**src/rtl/dma2_pkg.sv**
```systemverilog
package dma2_pkg;
  localparam int AW = 16;
  localparam int DW = 8;
  localparam int RAW = 4;

  typedef enum logic [1:0] {SQ_IDLE, SQ_RD, SQ_WR} seq_e;

  localparam logic [RAW-1:0] RA_STAT  = 4'd0;
  localparam logic [RAW-1:0] RA_MODE1 = 4'd1;
  localparam logic [RAW-1:0] RA_MODE2 = 4'd2;
  localparam logic [RAW-1:0] RA_SRCL  = 4'd3;
  localparam logic [RAW-1:0] RA_SRCH  = 4'd4;
  localparam logic [RAW-1:0] RA_DSTL  = 4'd5;
  localparam logic [RAW-1:0] RA_DSTH  = 4'd6;
  localparam logic [RAW-1:0] RA_CNTL  = 4'd7;
  localparam logic [RAW-1:0] RA_CNTH  = 4'd8;
endpackage

```
**src/rtl/dma2_chan.sv**
```systemverilog
module dma2_chan
  import dma2_pkg::*;
#(
  parameter int NUM_REQ = 16
) (
  input  logic               clk_i,
  input  logic               rst_ni,
  input  logic               wr_en_i,
  input  logic [RAW-1:0]     wr_addr_i,
  input  logic [DW-1:0]      wr_data_i,
  input  logic [NUM_REQ-1:0] req_rise_i,
  input  logic               step_i,
  input  logic [RAW-1:0]     rd_addr_i,
  output logic [DW-1:0]      rd_data_o,
  output logic [AW-1:0]      src_o,
  output logic [AW-1:0]      dst_o,
  output logic               cnt_zero_o,
  output logic               ready_o,
  output logic               burst_o,
  output logic               uflow_o
);
  localparam int SEL_W = $clog2(NUM_REQ);

  logic en_q, burst_q, sdec_q, shold_q, ddec_q, dhold_q, pend_q;
  logic [SEL_W-1:0] sel_q;
  logic [AW-1:0] src_q, dst_q, cnt_q, src_l, dst_l, cnt_l;
  logic w_m1, en_n, ev, keep;

  function automatic logic [AW-1:0] adv(input logic [AW-1:0] a, input logic dec, input logic hold);
    if (hold) return a;
    return dec ? a - AW'(1) : a + AW'(1);
  endfunction

  assign w_m1    = wr_en_i && (wr_addr_i == RA_MODE1);
  assign uflow_o = step_i && (cnt_q == '0);
  assign ev      = req_rise_i[sel_q] || (w_m1 && wr_data_i[2]);
  // single: a byte consumes the trigger; burst: only underflow does
  assign keep    = pend_q && !(step_i && (!burst_q || uflow_o));

  always_comb begin
    en_n = en_q;
    if (uflow_o) en_n = 1'b0;
    if (w_m1)    en_n = wr_data_i[0];
  end

  always_ff @(posedge clk_i or negedge rst_ni) begin
    if (!rst_ni) begin
      en_q <= 1'b0; burst_q <= 1'b0; sdec_q <= 1'b0; shold_q <= 1'b0;
      ddec_q <= 1'b0; dhold_q <= 1'b0; pend_q <= 1'b0; sel_q <= '0;
      src_q <= '0; dst_q <= '0; cnt_q <= '0;
      src_l <= '0; dst_l <= '0; cnt_l <= '0;
    end else begin
      en_q   <= en_n;
      pend_q <= en_n && (ev || keep);
      if (step_i) begin
        src_q <= adv(src_q, sdec_q, shold_q);
        dst_q <= adv(dst_q, ddec_q, dhold_q);
        cnt_q <= cnt_q - AW'(1);
      end
      if (wr_en_i) begin
        case (wr_addr_i)
          RA_MODE1: begin
            burst_q <= wr_data_i[1];
            sdec_q  <= wr_data_i[3];
            shold_q <= wr_data_i[4];
            ddec_q  <= wr_data_i[5];
            dhold_q <= wr_data_i[6];
          end
          RA_MODE2: begin
            sel_q <= wr_data_i[SEL_W-1:0];
            if (wr_data_i[4]) begin
              src_q <= src_l; dst_q <= dst_l; cnt_q <= cnt_l;
            end
          end
          RA_SRCL: begin src_q[7:0]  <= wr_data_i; src_l[7:0]  <= wr_data_i; end
          RA_SRCH: begin src_q[15:8] <= wr_data_i; src_l[15:8] <= wr_data_i; end
          RA_DSTL: begin dst_q[7:0]  <= wr_data_i; dst_l[7:0]  <= wr_data_i; end
          RA_DSTH: begin dst_q[15:8] <= wr_data_i; dst_l[15:8] <= wr_data_i; end
          RA_CNTL: begin cnt_q[7:0]  <= wr_data_i; cnt_l[7:0]  <= wr_data_i; end
          RA_CNTH: begin cnt_q[15:8] <= wr_data_i; cnt_l[15:8] <= wr_data_i; end
          default: ;
        endcase
      end
    end
  end

  always_comb begin
    rd_data_o = '0;
    case (rd_addr_i)
      RA_MODE1: rd_data_o = {1'b0, dhold_q, ddec_q, shold_q, sdec_q, 1'b0, burst_q, en_q};
      RA_MODE2: rd_data_o[SEL_W-1:0] = sel_q;
      RA_SRCL:  rd_data_o = src_q[7:0];
      RA_SRCH:  rd_data_o = src_q[15:8];
      RA_DSTL:  rd_data_o = dst_q[7:0];
      RA_DSTH:  rd_data_o = dst_q[15:8];
      RA_CNTL:  rd_data_o = cnt_q[7:0];
      RA_CNTH:  rd_data_o = cnt_q[15:8];
      default:  rd_data_o = '0;
    endcase
  end

  assign src_o      = src_q;
  assign dst_o      = dst_q;
  assign cnt_zero_o = (cnt_q == '0);
  assign ready_o    = en_q && pend_q;
  assign burst_o    = burst_q;
endmodule

```
**src/rtl/dma2_seq.sv**
```systemverilog
module dma2_seq
  import dma2_pkg::*;
(
  input  logic          clk_i,
  input  logic          rst_ni,
  input  logic [1:0]    ready_i,
  input  logic [1:0]    burst_i,
  input  logic [1:0]    last_i,
  input  logic          inhibit_i,
  input  logic [DW-1:0] rdata_i,
  output seq_e          state_o,
  output logic          gnt_o,
  output logic [DW-1:0] tmp_o,
  output logic [1:0]    step_o
);
  always_ff @(posedge clk_i or negedge rst_ni) begin
    if (!rst_ni) begin
      state_o <= SQ_IDLE;
      gnt_o   <= 1'b0;
      tmp_o   <= '0;
    end else begin
      case (state_o)
        SQ_IDLE: if (!inhibit_i && (|ready_i)) begin
          state_o <= SQ_RD;
          gnt_o   <= !ready_i[0]; // channel 0 first
        end
        SQ_RD: begin
          tmp_o   <= rdata_i;
          state_o <= SQ_WR;
        end
        SQ_WR: state_o <= (burst_i[gnt_o] && !last_i[gnt_o] && !inhibit_i) ? SQ_RD : SQ_IDLE;
        default: state_o <= SQ_IDLE;
      endcase
    end
  end

  always_comb begin
    step_o = '0;
    if (state_o == SQ_WR) step_o[gnt_o] = 1'b1;
  end
endmodule

```
**src/rtl/dma2_top.sv**
```systemverilog
module dma2_top
  import dma2_pkg::*;
#(
  parameter int NUM_REQ = 16
) (
  input  logic               clk_i,
  input  logic               rst_ni,
  input  logic               reg_we_i,
  input  logic [3:0]         reg_addr_i,
  input  logic [7:0]         reg_wdata_i,
  output logic [7:0]         reg_rdata_o,
  input  logic [NUM_REQ-1:0] req_i,
  input  logic               inhibit_i,
  output logic [15:0]        mem_addr_o,
  output logic               mem_rd_o,
  output logic               mem_wr_o,
  output logic [7:0]         mem_wdata_o,
  input  logic [7:0]         mem_rdata_i,
  output logic               cpu_stall_o,
  output logic [1:0]         irq_o
);
  localparam int NCH = 2;

  logic [NUM_REQ-1:0] req_q, rise_w;
  logic bank_q;
  logic [NCH-1:0] flag_q, rdy_w, burst_w, last_w, uflow_w, step_w;
  logic [NCH-1:0][AW-1:0] src_w, dst_w;
  logic [NCH-1:0][DW-1:0] chrd_w;
  logic gnt_w;
  logic [DW-1:0] tmp_w;
  seq_e state_w;
  logic wr_stat;

  assign rise_w  = req_i & ~req_q;
  assign wr_stat = reg_we_i && (reg_addr_i == RA_STAT);

  for (genvar c = 0; c < NCH; c++) begin : g_ch
    dma2_chan #(.NUM_REQ(NUM_REQ)) u_ch (
      .clk_i      (clk_i),
      .rst_ni     (rst_ni),
      .wr_en_i    (reg_we_i && (reg_addr_i != RA_STAT) && (bank_q == (c == 1))),
      .wr_addr_i  (reg_addr_i),
      .wr_data_i  (reg_wdata_i),
      .req_rise_i (rise_w),
      .step_i     (step_w[c]),
      .rd_addr_i  (reg_addr_i),
      .rd_data_o  (chrd_w[c]),
      .src_o      (src_w[c]),
      .dst_o      (dst_w[c]),
      .cnt_zero_o (last_w[c]),
      .ready_o    (rdy_w[c]),
      .burst_o    (burst_w[c]),
      .uflow_o    (uflow_w[c])
    );
  end

  dma2_seq u_seq (
    .clk_i     (clk_i),
    .rst_ni    (rst_ni),
    .ready_i   (rdy_w),
    .burst_i   (burst_w),
    .last_i    (last_w),
    .inhibit_i (inhibit_i),
    .rdata_i   (mem_rdata_i),
    .state_o   (state_w),
    .gnt_o     (gnt_w),
    .tmp_o     (tmp_w),
    .step_o    (step_w)
  );

  always_ff @(posedge clk_i or negedge rst_ni) begin
    if (!rst_ni) begin
      req_q  <= '0;
      bank_q <= 1'b0;
      flag_q <= '0;
    end else begin
      req_q <= req_i;
      if (wr_stat) bank_q <= reg_wdata_i[7];
      flag_q <= (flag_q & ~(wr_stat ? reg_wdata_i[NCH-1:0] : '0)) | uflow_w;
    end
  end

  assign mem_rd_o    = (state_w == SQ_RD);
  assign mem_wr_o    = (state_w == SQ_WR);
  assign mem_addr_o  = mem_rd_o ? src_w[gnt_w] : (mem_wr_o ? dst_w[gnt_w] : '0);
  assign mem_wdata_o = mem_wr_o ? tmp_w : '0;
  assign cpu_stall_o = mem_rd_o || mem_wr_o;
  assign irq_o       = flag_q;
  assign reg_rdata_o = (reg_addr_i == RA_STAT) ? {bank_q, 5'b0, flag_q} : chrd_w[bank_q];
endmodule

```
**config.mk**
```make
export PLATFORM = sky130hd
export DESIGN_NAME = dma2_top
export DESIGN_NICKNAME = d
export VERILOG_FILES = /design/src/rtl/dma2_pkg.sv /design/src/rtl/dma2_chan.sv /design/src/rtl/dma2_seq.sv /design/src/rtl/dma2_top.sv
export SDC_FILE = /design/constraint.sdc
export NUM_CORES = 1
export LEC_CHECK = 0
export ABC_AREA = 1
export BUFFER_PORTS_ARGS = -buffer_cell sky130_fd_sc_hd__buf_2
export CAP_MARGIN = 20
export CORE_ASPECT_RATIO = 1.25
export CORE_MARGIN = 2
export CORE_UTILIZATION = 35
export DETAILED_ROUTE_END_ITERATION = 10
export PLACE_DENSITY = 0.61
export SLEW_MARGIN = 30
export SYNTH_ARGS = -nofsm -noshare
export SYNTH_HDL_FRONTEND = slang
export SYNTH_SLANG_ARGS = --single-unit
export TNS_END_PERCENT = 5
```
**constraint.sdc**
```tcl
create_clock -name clk_i -period 2.3 [get_ports clk_i]
set_clock_uncertainty 0.15 [all_clocks]
set_input_delay 0.345 -clock clk_i [delete_from_list [all_inputs] [get_ports clk_i]]
set_output_delay 0.345 -clock clk_i [all_outputs]
set_load 0.01 [all_outputs]
```
==> out/results.ini <==
[detailed_routing]
ant_nets=0
top_layer=met4
wl_met2_um=32900
route.detailed.wl_per_inst_um=19.4
via_per_inst=5.23
drcViolationCount=0
dr_wl_met3_um=3870
wl_met1_um=29000
first_pass_iters=5
wirelength_um=68600
vias=18500
drt_iter0_markers=1439

[outcome]
violations=negative setup slack
outcome=finished, violations left

[cells_and_area]
final_cells=3528
n_antenna_cell=0
nets=2963
register_area_um2=6120
nFillCells=5010
multiInputGateArea_um2=10200
drive_gt1_frac=0.200
areaGrowthSynthToFinish_pct=28.2
finish.utilization=0.453

[timing]
worstMarginPinSlew_ps=808
final_max_slew_viol_count=0
clock.fmax_mhz=378
setup_viol=24
holdWs_ps=20.9
rsz0062_at_grt=yes
fin_crit_sh=1.15
max_slew_margin=0.461
finalHoldViolCount=0
period_minus_slack_ps=2640
setup_ws_ps=-343

[global_routing]
track_usage=0.266
grt_overflow=0
antenna_found_initial=0
grt_pass1_vias=18000
grt_max_degree=48
grt_pass1_wl_um=106000

[synthesis]
syn_nets=2690
ys_seq_area_frac=0.351
ys_seq_elements=244
yosys_warnings=0
synth_area_um2=17400
synth_ff_type=dfrtp_1
synth_edf_count=0
synth_cells=2584
synth_top_area_share=0.351
synth.avg_cell_area_um2=6.72
yosysMostFrequentCell=nand2_1
synthDistinctLibCells=53
ys_top_cells_by_area=dfrtp_1 35%, nand2_1 20%, inv_1 7.6%
synth_top_area_cell=dfrtp_1
synth_commonest_cells=918 x nand2_1, 352 x inv_1, 244 x dfrtp_1
async_flop_share=1.00

[clocking]
cts_buffer_depth=3
htreeDepth=1
clkTransAtPathRegs_ps=60
cts_tree=yes
clkLatencyLatePin_ps=590
cts_made_buffers=30
clkSinkCount=244
cts_root_buf=clkbuf_16

[setup_path]
crit_fanout=3
worst_ep_required_time_ps=1800
arrival_ps=2150
critPathKind=register to output pin
cp-end-kind=output pin
startpoint_type=register

[die]
start_util=0.353
pin_count=77
dieArea_um2=51400
core_um2=49200
die_width_um=203
die_h_um=253
std_cell_rows=91

[placed_design]
dp_hpwl_um=52300
gp_congestion=0.972
dp.cells=3436
port-buffer-count=76

[pwr]
vdd_drop_max_mv=0.770
leakage_nw=11.4
power_density_nw_per_um2=1290

[run]
max_cap_violations=0

[min_path]
hold_class=input pin to register

flip-flops by register name, summed over array words and instances (netlist names):
signal,cells
g_ch.u_ch.cnt_l,32
g_ch.u_ch.cnt_q,32
g_ch.u_ch.dst_l,32
g_ch.u_ch.dst_o,32
g_ch.u_ch.src_l,32
g_ch.u_ch.src_o,32
req_q,16
g_ch.u_ch.sel_q,8
u_seq.tmp_o,8
g_ch.u_ch.burst_o,2
g_ch.u_ch.ddec_q,2
g_ch.u_ch.dhold_q,2
g_ch.u_ch.en_q,2
g_ch.u_ch.pend_q,2
g_ch.u_ch.sdec_q,2
g_ch.u_ch.shold_q,2
irq_o,2
u_seq.state_o,2
bank_q,1
u_seq.gnt_o,1
routing by layer:
| layer | vias up | track usage |
|---|---|---|
| met1 | 8834 | 0.339 |
| met3 | 145 | 0.0345 |
| li1 | 8883 | - |
| met4 | 0 | 0.0976 |
| met2 | 604 | 0.461 |
| met5 | - | 0 |
cells by family (layout without fill, tap and decap cells):
family | after synthesis | count (layout) | synth area share
DFF | 244 | 244 | 0.351
and+or+nand+nor | 1315 | 1315 | 0.315
buffers and inverters | 459 | 752 | 0.105
adders and majority gates | 66 | 66 | 0.0493
xor gates and xnor gates | 50 | 50 | 0.0252
muxes | 6 | 6 | 0.00353
AOI/OAI and AO/OA | 444 | 444 | 0.151
what timing repair did:
action	CTS	global route
hold endpoints to repair	268	0
endpoints found under the setup margin	31	65
gates cloned	3	0
resized for setup	136	105
hold buffers	25	0
setup buffers	5	11
pin swaps	21	15
final timing paths:
kind                                                   start                                 to  slack (ps)  depth (start not counted)
setup / recovery            g_ch[1].u_ch.dst_o[15]$_DFF_PN0_                     reg_rdata_o[7]        -340                          5
hold / removal                                     inhibit_i       u_seq.state_o[0]$_DFFE_PN0P_          20                          6
setup reg to reg             g_ch[0].u_ch.sdec_q$_DFFE_PN0P_   g_ch[0].u_ch.src_o[13]$_DFF_PN0_           0                         14
hold reg to reg            g_ch[1].u_ch.dst_l[4]$_DFFE_PN0P_  g_ch[1].u_ch.dst_l[4]$_DFFE_PN0P_         320                          2
max in group asynchronous                             rst_ni                 req_q[6]$_DFF_PN0_        1230                          3
min in group asynchronous                             rst_ni   g_ch[1].u_ch.dst_o[11]$_DFF_PN0_         110                          2
cell type report:
cell class / instances / share of cell area
multi-input combinational: 1881 / 0.456
sequential: 244 / 0.275
timing repair buffer: 332 / 0.123
inverter: 368 / 0.0641
clock buffer: 42 / 0.0398
tap: 651 / 0.0366
clock inverter: 10 / 0.00573
critical path, stage by stage, from the launching register on:
cell      delay, ps
dfrtp_1         430
inv_1           180
o21ai_0         200
o31ai_2         370
o211ai_1        200
buf_2           180
report_power, final:
part | internal, mW | switching (mW) | total (mW)
clock network | 2.99 | 1.97 | 4.95
logic | 6.53 | 9.98 | 16.5
registers | 5.74 | 1.49 | 7.23
total | 15.3 | 13.4 | 28.7
cells in the final DEF (no fill, tap or decap), types with 8 or more instances in the layout:
cell type	instances
dfrtp_1	230
nand2_2	39
nand3_1	154
buf_2	66
a21oi_2	10
nor3_1	16
a32oi_2	10
o211ai_1	50
nor2_1	127
o21ai_0	162
inv_2	31
a32oi_1	19
nor2_2	19
buf_6	21
dfrtp_2	14
dlygate4sd3_1	25
nand3b_1	18
buf_12	14
nand2_1	878
a21oi_1	103
ha_1	49
clkbuf_16	31
nor2_4	8
xor2_1	30
or2_2	16
buf_4	199
xnor2_1	19
o21ai_1	15
ha_4	8
inv_1	327
o22ai_1	19
nand4_1	12
per-stage QoR:
step	TNS [ps]	total power [mW]	cell area (µm²)	setup WS, ps
final	-6180	28.7	22300	-343
after CTS	-6540	27.8	21800	-328
after global routing	-9660	30.9	22300	-392
after detailed placement	-1410	21.7	19900	-232
after global placement	-841	21.5	19900	-192
after floorplan	0	16.4	17400	58.2
(Power assumes the default switching activity.)
